--- src/rtl/pingpong_tile_ctrl.sv ---
module pingpong_tile_ctrl #(
  parameter int TW = 8
) (
  input  logic          clk,
  input  logic          rst_n,
  input  logic          go,
  input  logic [TW-1:0] num_tiles,
  output logic          ld_start,
  input  logic          ld_done,
  output logic          cmp_start,
  input  logic          cmp_done,
  output logic          cmp_buf,
  output logic          st_start,
  input  logic          st_done,
  output logic          st_buf,
  output logic          busy,
  output logic [TW-1:0] phase
);
  typedef enum logic [1:0] {S_IDLE, S_PRE, S_RUN} state_t;

  state_t        st_q;
  logic [TW-1:0] ntl_q, ph_q;
  logic          flag_q;
  logic [2:0]    pend_q;
  logic          cs_q, ss_q, ls_q;

  wire [2:0]  dn      = {ld_done, st_done, cmp_done};
  wire        clear   = ~|(pend_q & ~dn);
  wire        in_run  = (st_q == S_RUN);
  wire        last    = in_run && (ph_q == ntl_q);
  wire [TW:0] np      = in_run ? ({1'b0, ph_q} + 1'b1) : '0;
  wire        c_n     = np < {1'b0, ntl_q};
  wire        s_n     = np != '0;
  wire        l_n     = (np + 1'b1) < {1'b0, ntl_q};

  always_ff @(posedge clk) begin
    if (!rst_n) begin
      st_q   <= S_IDLE;
      ntl_q  <= '0;
      ph_q   <= '0;
      flag_q <= 1'b0;
      pend_q <= '0;
      cs_q   <= 1'b0;
      ss_q   <= 1'b0;
      ls_q   <= 1'b0;
    end else begin
      cs_q <= 1'b0;
      ss_q <= 1'b0;
      ls_q <= 1'b0;
      if (st_q == S_IDLE) begin
        if (go && |num_tiles) begin
          st_q   <= S_PRE;
          ntl_q  <= num_tiles;
          ph_q   <= '0;
          flag_q <= 1'b0;
          ls_q   <= 1'b1;
          pend_q <= 3'b100;
        end
      end else if (clear) begin
        if (last) begin
          st_q   <= S_IDLE;
          pend_q <= '0;
        end else begin
          st_q   <= S_RUN;
          ph_q   <= np[TW-1:0];
          flag_q <= flag_q ^ in_run;
          cs_q   <= c_n;
          ss_q   <= s_n;
          ls_q   <= l_n;
          pend_q <= {l_n, s_n, c_n};
        end
      end else begin
        pend_q <= pend_q & ~dn;
      end
    end
  end

  assign cmp_start = cs_q;
  assign st_start  = ss_q;
  assign ld_start  = ls_q;
  assign cmp_buf   = flag_q;
  assign st_buf    = ~flag_q;
  assign busy      = (st_q != S_IDLE);
  assign phase     = ph_q;
endmodule

--- config.mk ---
export PLATFORM = sky130hd
export DESIGN_NAME = pingpong_tile_ctrl
export DESIGN_NICKNAME = d
export VERILOG_FILES = /design/src/rtl/pingpong_tile_ctrl.sv
export SDC_FILE = /design/constraint.sdc
export NUM_CORES = 1
export LEC_CHECK = 0
export BUFFER_PORTS_ARGS = -buffer_cell sky130_fd_sc_hd__buf_2
export CORE_ASPECT_RATIO = 1.75
export CORE_MARGIN = 4
export CORE_UTILIZATION = 53
export CTS_BUF_LIST = sky130_fd_sc_hd__clkbuf_8
export CTS_CLUSTER_DIAMETER = 120
export DETAILED_ROUTE_END_ITERATION = 7
export GPL_ROUTABILITY_DRIVEN = 0
export GPL_TIMING_DRIVEN = 0
export MAX_ROUTING_LAYER = met4
export PLACE_DENSITY = 0.78
export SYNTH_ARGS = -nofsm -noshare
export SYNTH_HDL_FRONTEND = slang
export SYNTH_SLANG_ARGS = --single-unit
export TNS_END_PERCENT = 1
--- constraint.sdc ---
create_clock -name clk -period 3.1 [get_ports clk]
set_input_delay 0.62 -clock clk [delete_from_list [all_inputs] [get_ports clk]]
set_output_delay 0.62 -clock clk [all_outputs]
set_load 0.03 [all_outputs]
==> impl_metrics.yaml, run 1 <==
outcome:
  outcome: "complete, no violations"
hold_path:
  worstHoldPathCells: 1
  holdCritStartpoint: "pend_q[0]"
  holdPathEnd: "pend_q[0]"
  hp-class: "reg2reg"
timing:
  period_needed_ps: 3050
  final_max_slew_viol_count: 0
  fmax_mhz: 328
  fin_crit_sh: 0.984
  tightest_slew_ps: 995
  slew_headroom: 0.331
  setup_viol: 0
  skew_ps: 7.31
  rsz0062_at_grt: "true"
  hold_viol_final: 0
clock_tree:
  clockRootBuffer: "clkbuf_8"
  holdBufCountCts: 0
  clkLatencyLatePin_ps: 270
  clock-sinks: 25
  clock_path_buffers: 2
  clk_pin_slew_ps: 90
  cts_tree: "yes"
  h-tree-depth: 1
  cts_buffers: 3
detailed_routing:
  via_count: 1953
  firstDrtPassIters: 4
  drt-initial-drc-count: 73
  detail-route-antenna-nets: 0
  remaining_drc_errors: 0
  finalWirelength_um: 5150
  wl_per_cell_um: 15.6
  viasPerCell: 5.92
setup_path:
  r2r_slack_ps: 50
  critPathTopFamily: "compound AO/OA/AOI/OAI gates"
  crit_chain: "ha_4 -> buf_6 -> and3_4 -> mux2i_4 -> a2111oi_4 -> xor2_1 -> ha_1 -> a21o_1 -> a21oi_2 -> o211ai_1 -> a2111o_1 -> o31ai_2"
  critPathRequiredTime_ps: 3290
  slowest_delay_ps: 480
  ff2ff_path_depth: 12
  end_kind: "register"
  crit_fanout: 6
  cp_slowest_cell: "a2111o_1"
  path_buf_inv: 1
  startpoint: "phase[1]"
  critical_path_class: "reg2reg"
  start_kind: "register"
  r2r-start: "phase[1]"
  reg2reg_to: "pend_q[2]"
  arrival_ps: 3240
floorplanning:
  die_area_um2: 4650
  initial_utilization: 0.554
  die_w_um: 53.3
  io_pins: 28
  core-area_um2: 3430
  die_h_um: 87.3
  rows: 28
synthesis:
  synth_top_area_share: 0.263
  synthSimpleGateAreaFrac: 0.226
  synth_area_leaders: "dfxtp_1 26%, ha_1 11%, a21oi_1 7.6%, nand3_1 6.6%, xnor2_1 6.0%"
  syn_avg_cell_area_um2: 7.77
  yosys_warnings: 0
  synthArstFlopShare: 0
  synth_top_family_by_area: "compound AO/OA/AOI/OAI gates"
  syn_inst: 245
  synth_fa_ha_area_frac: 0.112
  synthFlopType: "dfxtp_1"
  synth_area_um2: 1900
  synthMuxAreaShare: 0.0164
  ys_seq_elements: 25
  yosysMostFrequentCell: "a21oi_1"
  yosys.area.top_type: "dfxtp_1"
  synthDistinctLibCells: 50
  synth.top_cells.by_count: "29 x a21oi_1, 25 x dfxtp_1, 25 x nand3_1, 20 x nand2_1, 18 x inv_1"
  synth_compound_area_frac: 0.243
  synth-edff-count: 0
  synth_xor_xnor_area_share: 0.0690
  synth.net_count: 276
  seq_area_frac_synth: 0.263
run:
  drv_cap: 0
global_route:
  grt_pass1_wl_um: 8620
  grtUsageTotal: 0.256
  use_met1: 0.274
  busiest_layer: "met2"
  use_met3: 0.0360
  grt_pass1_vias: 1895
  grt_max_degree: 15
  grt_overflow_total: 0
  antenna_found_initial: 0
  met2_usage: 0.447
pwr:
  power_w: 0.000797
  power_density_nw_per_um2: 334
  peakVddDrop_mv: 0.373
  p_leak_nw: 0.969
layout:
  drive_above_1_share: 0.267
  final_core_util: 0.696
  syn2layout_area_growth_pct: 25.6
  final_nets: 317
  nFillCells: 317
  diodes: 0
place:
  port_buffers: 26
  dp_hpwl_um: 3950
how the worst max path moves through the flow:
stage | cells past startpoint | slack (ps) | endpoint
floorplan | 11 | 7 | pend_q[2]
global placement | 14 | -170 | ld_start
detailed placement | 14 | -220 | pend_q[2]
CTS | 13 | 10 | pend_q[2]
global route | 11 | -160 | pend_q[2]
finish | 12 | 50 | pend_q[2]
report_power, final:
part / leakage, nW / internal [W] / total, W / switching [W]
registers: 0.208 / 0.000341 / 0.000358 / 0.0000165
logic: 0.736 / 0.0000943 / 0.000252 / 0.000158
clock network: 0.0255 / 0.0000898 / 0.000187 / 0.0000971
flip-flops by register name, indices dropped and copies added, names as in the netlist:
signal	count
pend_q	3
cmp_start	1
ntl_q	8
st_start	1
ld_start	1
phase	8
st_q	2
cmp_buf	1
cell families after synthesis:
kind of cell             count (synthesis)
adder cells (fa/ha/maj)                 17
AND/OR/NAND/NOR                         79
AO/OA/AOI/OAI                           72
multiplexers                             3
XOR/XNOR                                15
flip-flops                              25
buffers and inverters                   34
stage by stage:
step	cells	TNS (ps)	instance area [um2]	hold slack (ps)	setup slack, ps
after floorplan	245	0	1900	450	7.21
after global placement	316	-338	2090	466	-172
after detailed placement	316	-436	2090	468	-223
after CTS	322	0	2260	489	10.3
after global routing	330	-239	2390	512	-164
final	330	0	2390	485	48.8
cell type report:
| cell class | instances | area (um2) | share of cell area |
|---|---|---|---|
| Clock inverter | 1 | 5.00 | 0.00209 |
| Timing Repair Buffer | 36 | 209 | 0.0874 |
| Tap cell | 45 | 56.3 | 0.0236 |
| Clock buffer | 3 | 41.3 | 0.0173 |
| Multi-Input combinational cell | 186 | 1390 | 0.582 |
| Buffer | 14 | 93.8 | 0.0393 |
| Sequential cell | 25 | 517 | 0.216 |
| Inverter | 20 | 77.6 | 0.0325 |
placed cells by master, fill, tap and decap left out, drive strengths merged, types with 2 or more instances in the layout:
master	n
or4	2
mux2i	2
nand2	20
ha	17
a31oi	2
or3	4
o211ai	4
inv	18
xnor2	13
a21oi	29
o21ai	16
nand3	25
and3b	2
xor2	2
nor3	3
nor3b	3
clkinv	3
nand2b	3
a211oi	3
dfxtp	25
and3	3
nand4	4
clkbuf	9
a21o	4
nor2	4
buf	44
worst reg2reg max path: cells and delay by family (launching register included):
kind	cells	cell delay, ps
mux	1	190
flops	1	370
xor+xnor	1	190
compound gates	6	1520
simple gates	1	160
buf+inv	1	130
fa+ha+maj	2	430
timing repair:
action                                  4_1_cts  5_1_grt
buffers inserted                              2        8
gates resized for setup                      23       25
pin swaps                                     4       11
endpoints found under the setup margin        2        2
hold endpoints to repair                      0        0
metal layers:
layer	vias up	wire length (um)
li1	972	-
met5	-	0
met1	914	2040
met4	0	208
met3	20	168
met2	47	2740
Note: power is estimated with default switching activity, not from simulation.
==> inputs of run 2 (changes only) <==
BUFFER_PORTS_ARGS = -buffer_cell sky130_fd_sc_hd__clkbuf_2   (was -buffer_cell sky130_fd_sc_hd__buf_2)
==> impl_metrics.yaml, run 2 (synthesis gave the netlist of run 1 again) <==
outcome:
  outcome: "finished with violations"
  violations: "setup timing"
detailed_routing:
  detail-route-antenna-nets: 0
  firstDrtPassIters: 5
  wl_met3_um: 259
  drt-initial-drc-count: 49
  remaining_drc_errors: 0
  viasPerCell: 5.90
  via_count: 1975
  wl_per_cell_um: 15.9
  wl_met2_um: 2860
  finalWirelength_um: 5330
  m1WireLength_um: 2040
  highest_layer: "met4"
layout:
  final_core_util: 0.709
  final_cell_mix: "26 x a21oi_1, 26 x clkbuf_2, 23 x nand3_1"
  drive_above_1_share: 0.276
  syn2layout_area_growth_pct: 27.9
  nFillCells: 314
  seq_area_um2: 515
  multi_input_area_um2: 1400
  diodes: 0
  final_nets: 322
timing:
  hold_viol_final: 0
  fin_crit_sh: 1.00
  rsz0062_at_grt: "true"
  setup_viol: 1
  setup_tns_ps: -7.20
  skew_ps: 10.3
  fin_hold_ws_ps: 482
  slew_headroom: 0.298
  period_needed_ps: 3110
  tightest_slew_ps: 1050
  final_max_slew_viol_count: 0
  fin_ws_ps: -7.20
  fmax_mhz: 322
clock_tree:
  clock-sinks: 25
  cts_tree: "yes"
  clockRootBuffer: "clkbuf_8"
  clk_pin_slew_ps: 90
  cts_buffers: 3
  holdBufCountCts: 0
  clock_path_buffers: 2
  h-tree-depth: 1
  clkLatencyLatePin_ps: 270
global_route:
  grt_overflow_total: 0
  grt_pass1_wl_um: 8340
  antenna_found_initial: 0
  grt_max_degree: 14
  grt_pass1_vias: 1865
  grtUsageTotal: 0.247
setup_path:
  startpoint: "phase[1]"
  r2r_slack_ps: -7
  start_kind: "register"
  crit_end: "pend_q[2]"
  arrival_ps: 3300
  critical_path_class: "reg2reg"
  r2r-start: "phase[1]"
  crit_fanout: 6
  reg2reg_to: "pend_q[2]"
  critPathRequiredTime_ps: 3290
  end_kind: "register"
  ff2ff_path_depth: 12
floorplanning:
  die_h_um: 87.3
  die_area_um2: 4650
  io_pins: 28
  core-area_um2: 3430
  rows: 28
  die_w_um: 53.3
  initial_utilization: 0.554
place:
  port_buffers: 26
  dp_hpwl_um: 3940
hold_path:
  hp-class: "reg2reg"
pwr:
  peakVddDrop_mv: 0.335
  power_density_nw_per_um2: 330
  p_leak_nw: 0.995
  power_w: 0.000804
run:
  drv_cap: 0
run 2: power by group:
| part | total, W | internal (W) | switching (W) | leakage, nW |
|---|---|---|---|---|
| registers | 0.000358 | 0.000341 | 0.0000168 | 0.208 |
| logic | 0.000257 | 0.0000975 | 0.000160 | 0.760 |
| clock network | 0.000188 | 0.0000886 | 0.0000992 | 0.0269 |
run 2: stage by stage:
stage / setup slack [ps] / area [um2] / std cells
after floorplan: 7.21 / 1900 / 245
after global placement: -188 / 2090 / 316
after detailed placement: -213 / 2090 / 316
after CTS: 18.1 / 2260 / 322
after global routing: -140 / 2430 / 335
final: -7.20 / 2430 / 335
run 2: worst min path at each step:
| stage | start | to | slack [ps] | depth (start not counted) |
|---|---|---|---|---|
| after floorplan | pend_q[0] | pend_q[0] | 450 | 1 |
| after global placement | pend_q[0] | pend_q[0] | 460 | 1 |
| after detailed placement | pend_q[0] | pend_q[0] | 470 | 1 |
| after CTS | ntl_q[1] | ntl_q[1] | 490 | 2 |
| after global routing | ntl_q[1] | ntl_q[1] | 490 | 2 |
| final | ntl_q[1] | ntl_q[1] | 480 | 2 |
run 2: cell type report:
cell class,count,area share
timing repair buffer,42,0.103
multi-input combinational,186,0.576
inverter,20,0.0308
sequential,25,0.212
clock inverter,1,0.00154
clock buffer,3,0.0170
tap,45,0.0231
buffer,13,0.0365
run 2: what timing repair did:
action	in CTS	in global routing
buffers inserted	2	14
gates cloned	0	0
pin swaps	4	10
resized for setup	24	21
setup endpoints to repair	2	2
run 2: worst max-delay path, stage by stage (launching register included):
cell and delay (ps):
dfxtp_4 370, ha_4 150, buf_6 130, and3_4 160, mux2i_4 190, a2111oi_4 390, xor2_1 200, ha_1 270
a21o_1 190, a21oi_2 140, o211ai_1 110, a2111o_1 480, o31ai_2 250
run 2: layer usage:
metal  up-vias  track usage
met5         -            -
met4         0        0.135
met3        14       0.0240
met2        61        0.423
met1       921        0.268
li1        979            -
